## config.mk

```make
export PLATFORM = sky130hd
export DESIGN_NAME = qdr_b4_sram
export DESIGN_NICKNAME = d
export VERILOG_FILES = /design/src/rtl/qdr_pkg.sv /design/src/rtl/qdr_rst_sync.sv /design/src/rtl/qdr_phase.sv /design/src/rtl/qdr_wr_path.sv /design/src/rtl/qdr_rd_path.sv /design/src/rtl/qdr_b4_sram.sv
export SDC_FILE = /design/constraint.sdc
export NUM_CORES = 2
export LEC_CHECK = 0
export BUFFER_PORTS_ARGS = -buffer_cell sky130_fd_sc_hd__buf_2
export CAP_MARGIN = 15
export CORE_AREA = 2 2 602 604
export CTS_BUF_LIST = sky130_fd_sc_hd__clkbuf_4 sky130_fd_sc_hd__clkbuf_8 sky130_fd_sc_hd__clkbuf_16
export DETAILED_ROUTE_END_ITERATION = 7
export DIE_AREA = 0 0 604 606
export PLACE_DENSITY_LB_ADDON = 0.05
export SLEW_MARGIN = 20
export SYNTH_ARGS = -nofsm -noshare
export SYNTH_HDL_FRONTEND = slang
export SYNTH_MEMORY_MAX_BITS = 65536
export SYNTH_SLANG_ARGS = --single-unit
```

## constraint.sdc

```tcl
create_clock -name clk -period 0.87 [get_ports clk]
set_input_delay 0.261 -clock clk [delete_from_list [all_inputs] [get_ports clk]]
set_output_delay 0.261 -clock clk [all_outputs]
set_load 0.01 [all_outputs]
```

## src/rtl/qdr_pkg.sv

```systemverilog
package qdr_pkg;
  localparam int BEATS = 4;
  typedef logic [1:0] phase_t;
  localparam phase_t PH_RD_K  = 2'd0;
  localparam phase_t PH_RD_KN = 2'd1;
  localparam phase_t PH_WR_K  = 2'd2;
  localparam phase_t PH_WR_KN = 2'd3;
endpackage

```

## src/rtl/qdr_rst_sync.sv

```systemverilog
module qdr_rst_sync (
  input  logic clk,
  input  logic rst_n,
  output logic rst_sync_n
);
  logic s1, s2;

  always_ff @(posedge clk or negedge rst_n) begin
    if (!rst_n) begin
      s1 <= 1'b0;
      s2 <= 1'b0;
    end else begin
      s1 <= 1'b1;
      s2 <= s1;
    end
  end

  assign rst_sync_n = s2;
endmodule

```

## src/rtl/qdr_phase.sv

```systemverilog
module qdr_phase
  import qdr_pkg::*;
(
  input  logic   clk,
  input  logic   rst_n,
  output phase_t ph,
  output logic   cq,
  output logic   cq_n
);
  phase_t ph_nx;
  logic   cq_nx, cq_n_nx;

  always_comb begin
    ph_nx   = ph + phase_t'(1);
    cq_nx   = ~ph[0];
    cq_n_nx = ph[0];
  end

  always_ff @(posedge clk or negedge rst_n) begin
    if (!rst_n) begin
      ph   <= PH_RD_K;
      cq   <= 1'b0;
      cq_n <= 1'b1;
    end else begin
      ph   <= ph_nx;
      cq   <= cq_nx;
      cq_n <= cq_n_nx;
    end
  end
endmodule

```

## src/rtl/qdr_wr_path.sv

```systemverilog
module qdr_wr_path
  import qdr_pkg::*;
#(
  parameter int ADDR_W = 6,
  parameter int DATA_W = 18
) (
  input  logic                    clk,
  input  logic                    rst_n,
  input  phase_t                  ph,
  input  logic                    wr_sel_n,
  input  logic [ADDR_W-1:0]       addr,
  input  logic [DATA_W-1:0]       wdata,
  output logic                    mem_we,
  output logic [ADDR_W-1:0]       mem_waddr,
  output logic [BEATS*DATA_W-1:0] mem_wline
);
  logic              wr_req, nxt_vld, cur_vld;
  logic [ADDR_W-1:0] nxt_addr, cur_addr;
  logic [DATA_W-1:0] stage [BEATS-1];

  logic en_req, en_nxt, en_cur;

  always_comb begin
    en_req = (ph == PH_RD_K);
    en_nxt = (ph == PH_WR_K);
    en_cur = (ph == PH_WR_KN);
  end

  always_ff @(posedge clk or negedge rst_n) begin
    if (!rst_n) begin
      wr_req  <= 1'b0;
      nxt_vld <= 1'b0;
      cur_vld <= 1'b0;
    end else begin
      if (en_req) wr_req  <= ~wr_sel_n;
      if (en_nxt) nxt_vld <= wr_req;
      if (en_cur) cur_vld <= nxt_vld;
    end
  end

  always_ff @(posedge clk) begin
    if (en_nxt && wr_req)  nxt_addr <= addr;
    if (en_cur && nxt_vld) cur_addr <= nxt_addr;
  end

  for (genvar g = 0; g < BEATS - 1; g++) begin : g_stage
    always_ff @(posedge clk) begin
      if (cur_vld && ph == phase_t'(g)) stage[g] <= wdata;
    end
  end

  always_comb begin
    mem_we    = cur_vld && en_cur;
    mem_waddr = cur_addr;
    for (int k = 0; k < BEATS - 1; k++) mem_wline[k*DATA_W +: DATA_W] = stage[k];
    mem_wline[(BEATS-1)*DATA_W +: DATA_W] = wdata;
  end
endmodule

```

## src/rtl/qdr_rd_path.sv

```systemverilog
module qdr_rd_path
  import qdr_pkg::*;
#(
  parameter int ADDR_W = 6,
  parameter int DATA_W = 18
) (
  input  logic                    clk,
  input  logic                    rst_n,
  input  phase_t                  ph,
  input  logic                    rd_sel_n,
  input  logic [ADDR_W-1:0]       addr,
  output logic [ADDR_W-1:0]       mem_raddr,
  input  logic [BEATS*DATA_W-1:0] mem_rline,
  output logic [DATA_W-1:0]       rdata,
  output logic                    rvalid
);
  logic                    rd_pend, burst_on;
  logic [ADDR_W-1:0]       raddr_q;
  logic [BEATS*DATA_W-1:0] rline;
  phase_t                  beat_idx;
  logic                    pair_edge;
  logic [DATA_W-1:0]       rdata_nx;
  logic                    rvalid_nx;

  always_comb begin
    pair_edge = (ph == PH_RD_K);
    beat_idx  = ph - phase_t'(1);
    rvalid_nx = burst_on;
    rdata_nx  = burst_on ? rline[int'(beat_idx)*DATA_W +: DATA_W] : '0;
    mem_raddr = raddr_q;
  end

  always_ff @(posedge clk or negedge rst_n) begin
    if (!rst_n) begin
      rd_pend  <= 1'b0;
      burst_on <= 1'b0;
      rvalid   <= 1'b0;
      rdata    <= '0;
    end else begin
      if (pair_edge) begin
        rd_pend  <= ~rd_sel_n;
        burst_on <= rd_pend;
      end
      rvalid <= rvalid_nx;
      rdata  <= rdata_nx;
    end
  end

  always_ff @(posedge clk) begin
    if (pair_edge && !rd_sel_n) raddr_q <= addr;
    if (pair_edge && rd_pend)   rline   <= mem_rline;
  end
endmodule

```

## src/rtl/qdr_b4_sram.sv

```systemverilog
module qdr_b4_sram
  import qdr_pkg::*;
#(
  parameter int ADDR_W = 6,
  parameter int DATA_W = 18
) (
  input  logic              clk,
  input  logic              rst_n,
  input  logic              rd_sel_n,
  input  logic              wr_sel_n,
  input  logic [ADDR_W-1:0] addr,
  input  logic [DATA_W-1:0] wdata,
  output logic [DATA_W-1:0] rdata,
  output logic              rvalid,
  output logic              cq,
  output logic              cq_n
);
  localparam int DEPTH  = 1 << ADDR_W;
  localparam int LINE_W = BEATS * DATA_W;

  logic              rst_sync_n;
  phase_t            ph;
  logic              mem_we;
  logic [ADDR_W-1:0] mem_waddr, mem_raddr;
  logic [LINE_W-1:0] mem_wline, mem_rline;
  logic [LINE_W-1:0] mem [DEPTH];

  qdr_rst_sync u_rst (.clk(clk), .rst_n(rst_n), .rst_sync_n(rst_sync_n));

  qdr_phase u_phase (.clk(clk), .rst_n(rst_sync_n), .ph(ph), .cq(cq), .cq_n(cq_n));

  qdr_wr_path #(.ADDR_W(ADDR_W), .DATA_W(DATA_W)) u_wr (
    .clk(clk), .rst_n(rst_sync_n), .ph(ph), .wr_sel_n(wr_sel_n), .addr(addr),
    .wdata(wdata), .mem_we(mem_we), .mem_waddr(mem_waddr), .mem_wline(mem_wline)
  );

  qdr_rd_path #(.ADDR_W(ADDR_W), .DATA_W(DATA_W)) u_rd (
    .clk(clk), .rst_n(rst_sync_n), .ph(ph), .rd_sel_n(rd_sel_n), .addr(addr),
    .mem_raddr(mem_raddr), .mem_rline(mem_rline), .rdata(rdata), .rvalid(rvalid)
  );

  always_ff @(posedge clk) begin
    if (mem_we) mem[mem_waddr] <= mem_wline;
  end

  assign mem_rline = mem[mem_raddr];
endmodule

```

# Word level (Yosys, flattened, before mapping)
# Memory sizes are Yosys's and may differ from the RTL's. A register that Yosys moved wholly into a read port is not among the register bits.
# Index checks and enable logic that the tools add are counted.
# op_classes
add_sub_neg	2
multipliers	1
div	0
order_cmp	0
n_eq_ne	3
n_shift	1
mux	15
bitwise_logic	3
reduce_logical	12
# op_table
operator	n
variable part select 72 x 32 -> 18 bit	1
2-to-1 mux 18 bit	3
OR reduction 18 bit	2
2-to-1 mux 1 bit	10
logical AND 1 bit	8
multiplier 2 x 4 -> 6 bit (second input constant)	1
equality test 2 bit (second input constant)	2
2-to-1 mux 2 bit	2
inverter 1 bit	3
adder 2 x 1 -> 2 bit (second input constant)	1
equality test 2 x 1 -> 1 bit (second input constant)	1
logical NOT 2 bit	1
subtractor 2 x 1 -> 2 bit (second input constant)	1
logical NOT 1 bit	1
# totals
regBits	48
latchBits	0
ram_bits	4662
mem_bits_ro	0
in_bits	28
out_inout_bits	21
elab_cells	54
mem_count	2
# mem_list
name	words	width	read_ports	rd_ports_with_merged_regs	wr	line	rtl
mem	64	72	1	1	1	qdr_b4_sram.sv:26	logic [LINE_W-1:0] mem [DEPTH];
u_wr.stage	3	18	3	0	1	qdr_wr_path.sv:19	logic [DATA_W-1:0] stage [BEATS-1];

# Logic depth before layout (Yosys ltp)
# depth
ltp_word	7
ltp_mapped	9
mapped_depth_nobuf	5

# Modules after synthesis
# Synthesis repeated with hierarchy kept, for this count alone.
# unflattened
cells_unflattened	7512
area_unflattened_um2	179682.3
# by_module_without_submodules
mod	n_inst	cells_per_inst	area_each_um2
qdr_b4_sram	1	7233	173772.9
qdr_rd_path	1	170	3489.6
qdr_wr_path	1	100	2269.7
qdr_phase	1	6	96.3
qdr_rst_sync	1	3	53.8

# Worst setup path after synthesis
# No wires, ideal clock.
# synth_timing
path_kind	reg-to-reg
from	reg u_phase.ph[0]
to	mem mem[30][0] (netlist bit) (enable)
t_arrival_ns	4.160
setup_slack_ns	-3.793
stages_incl_launch_ff	6
n_path_buf	0
period_less_slack_ns	4.663
path_cell_list	dfrtp_1 > ha_1 > nand2_1 > nor2_1 > nand3_1 > nor2_1
# synth_via
elab_chain_cells	4
# synth_lines
item	line	rtl
start: declaration	qdr_phase.sv:6	output phase_t ph,
start signal: assignment	qdr_phase.sv:25	ph <= ph_nx;
equality test 2 bit	qdr_wr_path.sv:26	en_cur = (ph == PH_WR_KN);
logical AND 1 bit	qdr_wr_path.sv:53	mem_we = cur_vld && en_cur;
2-to-1 mux 1 bit	qdr_b4_sram.sv:43	if (mem_we) mem[mem_waddr] <= mem_wline;
2-to-1 mux 1 bit (implied by the code)	qdr_b4_sram.sv:43	
end: declaration	qdr_b4_sram.sv:26	
# Every way passes these cells.

==> metrics <==
GRT Total Usage 30.90%; Place WS -2.170 ns; NetSw 89.83 mW; critical path cell sequence buf_6, clkbuf_16, buf_16, buf_16, mux4_2, mux4_2, o22ai_2, a21oi_2; Pleak 71.79 nW; flop-to-flop setup slack -1.85 ns; Synth top area share 79.70%; largest area contributor in the netlist edfxtp_1; hpwl dp 360200 um; deepest clock path buffer count 4; first-pass GRT wire length 767700 um; Setup CP Type flop to flop; EDFF count, synth 4752; Final Hold Vio Count 0; CP max stage cell mux4_2; CTS Root Buffer Type clkbuf_16; worst skew pair latency 1.01 ns; Power Dens Cells 2066 nW/um2; Sw Share 19.55%; Peak VDD IR 0.001932 V; vias in the first global route 90780; vias 92670; Final Skew 0.04247 ns; Reg clk slew, reported paths 0.06 ns; clock sink count 4781; Avg Cell Area, Syn 23.85 um2; CTS tree yes; worst setup margin -1.848 ns; cells on worst reg2reg path 8; failing checks setup timing; Final setup viols 8302; count of pins over their slew limit 0; share of layout cells above drive strength 1 40.22%; Max Fclk 368.0 MHz; initial antenna violation count 32; Port Buffers 48; YS warnings 0; Starting Density 49.69%; top cells by count, synth 4752 x edfxtp_1, 1161 x mux4_2, 378 x o22ai_1; slew margin rel. 54.74%; sequential area share after synthesis 80.11%; height of the die 606 um; final antenna-violating net count 0; status finished with violations; Mapped Nets 7539; most numerous cell in the Yosys netlist edfxtp_1; I/O pin total 49; Critical Path RT 1.61 ns; layout net count 9151; max cap viols 0; synthesized area 179000 um2; DRC 0; First DRT Iteration DRCs 13320; slowest stage delay, CP 0.50 ns; die area 366000 um2; Worst Path Arrival 3.46 ns; Cells after DPL 13260; clock share of power 44.9%; Synth Instances 7507; Area Growth Syn to Fin 24.23%; largest net degree at the start of global routing 70; die width 604 um; H-tree lvl count 5; ranking of synthesized cells by area edfxtp_1 80%, mux4_2 15%, o22ai_1 1.3%; Pre-Repair DR Iteration Count 6; post-route clock period utilization 312.4%; Via density 6.450; stages on the worst setup path 8; ys async rst share 0.6066%; crit path max fanout 8; Cell Count, Final, Fillers Out 14370; combinational group share of total power 0.5%; TritonCTS Buffers 483; worst-margin pin slew 0.6789 ns; top_reg_cell synth edfxtp_1; Crit path buffers/inverters 4; Rows 221; Hold Crit Class input port to flop; wire per inst 39.50 um; crit path capture type flop; unrepaired setup endpoints after global routing yes; CP Launch Type flop; final wirelength 567500 um; gr ovfl total 0; flops & latches, synth 4781; Flop pwr share 54.5%; Pint 369.6 mW; CP delay by family, top multiplexers; Hold Path Cell Cnt 2; Synth cell types 44; final worst path period need 2.718 ns; total core area 360300 um2; gpl congestion 0.8559
[power groups by stage]
stage               clock, mW  combinational, mW  sequential, mW
floorplan                   0              0.281             255
global placement            0               2.14             255
detailed placement          0               2.21             255
CTS                       209               2.32             251
global route              218               2.45             250
finish                    207               2.34             251
[placed cells by master, fill, tap and decap left out, types with 68 or more instances in the layout]
cell type / n
clkinv_2: 105
buf_12: 654
clkbuf_16: 509
clkinv_1: 111
buf_4: 707
edfxtp_1: 4752
clkbuf_4: 110
o22ai_1: 228
mux2i_1: 68
o22ai_2: 122
mux4_2: 1161
[per-layer routing]
metal	vias to the layer above	GRT usage, %	share of wire [%]
met2	4908	48.57	47
li1	35970	-	-
met1	51000	44.59	40
met5	-	0	0.0023
met3	777	6.092	9.9
met4	2	8.715	3.2
[cell type report]
class / instances / area (um2)
fillers: 24640 / 137900
flip-flops and latches: 4781 / 143400
diodes: 44 / 110.1
clock buffers: 613 / 13280
clock inverters: 282 / 2521
multi-input cells: 2304 / 35910
well taps: 4794 / 5998
inverters: 3 / 11.26
repair buffers: 1546 / 21160
[state kept, by name, indices dropped and copies added (netlist names)]
name and cells:
u_rd.rdata 18, u_rd.rd_pend 1, u_wr.stage 54, u_rd.burst_on 1
u_rst.s1 1, u_wr.nxt_vld 1, mem 4608, u_phase.ph 2
u_wr.wr_req 1, u_rst.rst_sync_n 1, u_phase.cq_n 1, u_rd.rvalid 1
u_wr.cur_vld 1, u_wr.nxt_addr 6, u_rd.rline 72, u_wr.mem_waddr 6
u_rd.mem_raddr 6
[cell families after synthesis]
logic type	count (synthesis)	share of synthesized area [%]
AOI/OAI and AO/OA	672	2.447
buffers and inverters	422	1.166
muxes	1272	15.25
other	1	0.002095
adders and majority gates	4	0.02796
and+or+nand+nor	355	0.9966
DFF	4781	80.11
[final timing paths]
path | endpoint | start
setup reg to reg | u_rd.rline[64] | u_rd.mem_raddr[0]
setup / recovery | u_rd.rline[64] | u_rd.mem_raddr[0]
hold / removal | mem[50][70] | wdata[16]
hold reg to reg | u_rd.rdata[10] | u_rst.rst_sync_n
max in group asynchronous | u_phase.cq_n | u_rst.rst_sync_n
min in group asynchronous | u_rst.s1 | rst_n
[through the flow]
stage	instance area (um2)	TNS, ns	hold slack [ns]	utilization, %	power [mW]
finish	222400	-5891.44	0.09436	61.73	459.4
global route	222400	-6057.75	0.08774	61.73	470.7
CTS	220000	-5678.98	0.03112	61.06	461.8
detailed placement	202000	-5952.81	0.04790	56.06	257.6
global placement	202000	-5966.76	0.04767	56.06	257.6
floorplan	179600	-	-0.03459	-	255.8
[worst register-to-register path, stage by stage (launching register included)]
cell and delay, ns:
edfxtp_1 0.37, buf_6 0.16, clkbuf_16 0.23, buf_16 0.21, buf_16 0.21, mux4_2 0.51, mux4_2 0.50, o22ai_2 0.22
a21oi_2 0.05
[what timing repair did]
action                                   CTS  global route
pin swaps                                 19            26
buffers inserted                          33            80
hold endpoints to repair                1228             0
gates resized for setup                  221           229
hold buffers                              28             0
endpoints found under the setup margin  8292          8326
gates cloned                              13            18
No activity file was read; power rests on OpenSTA's default activity.
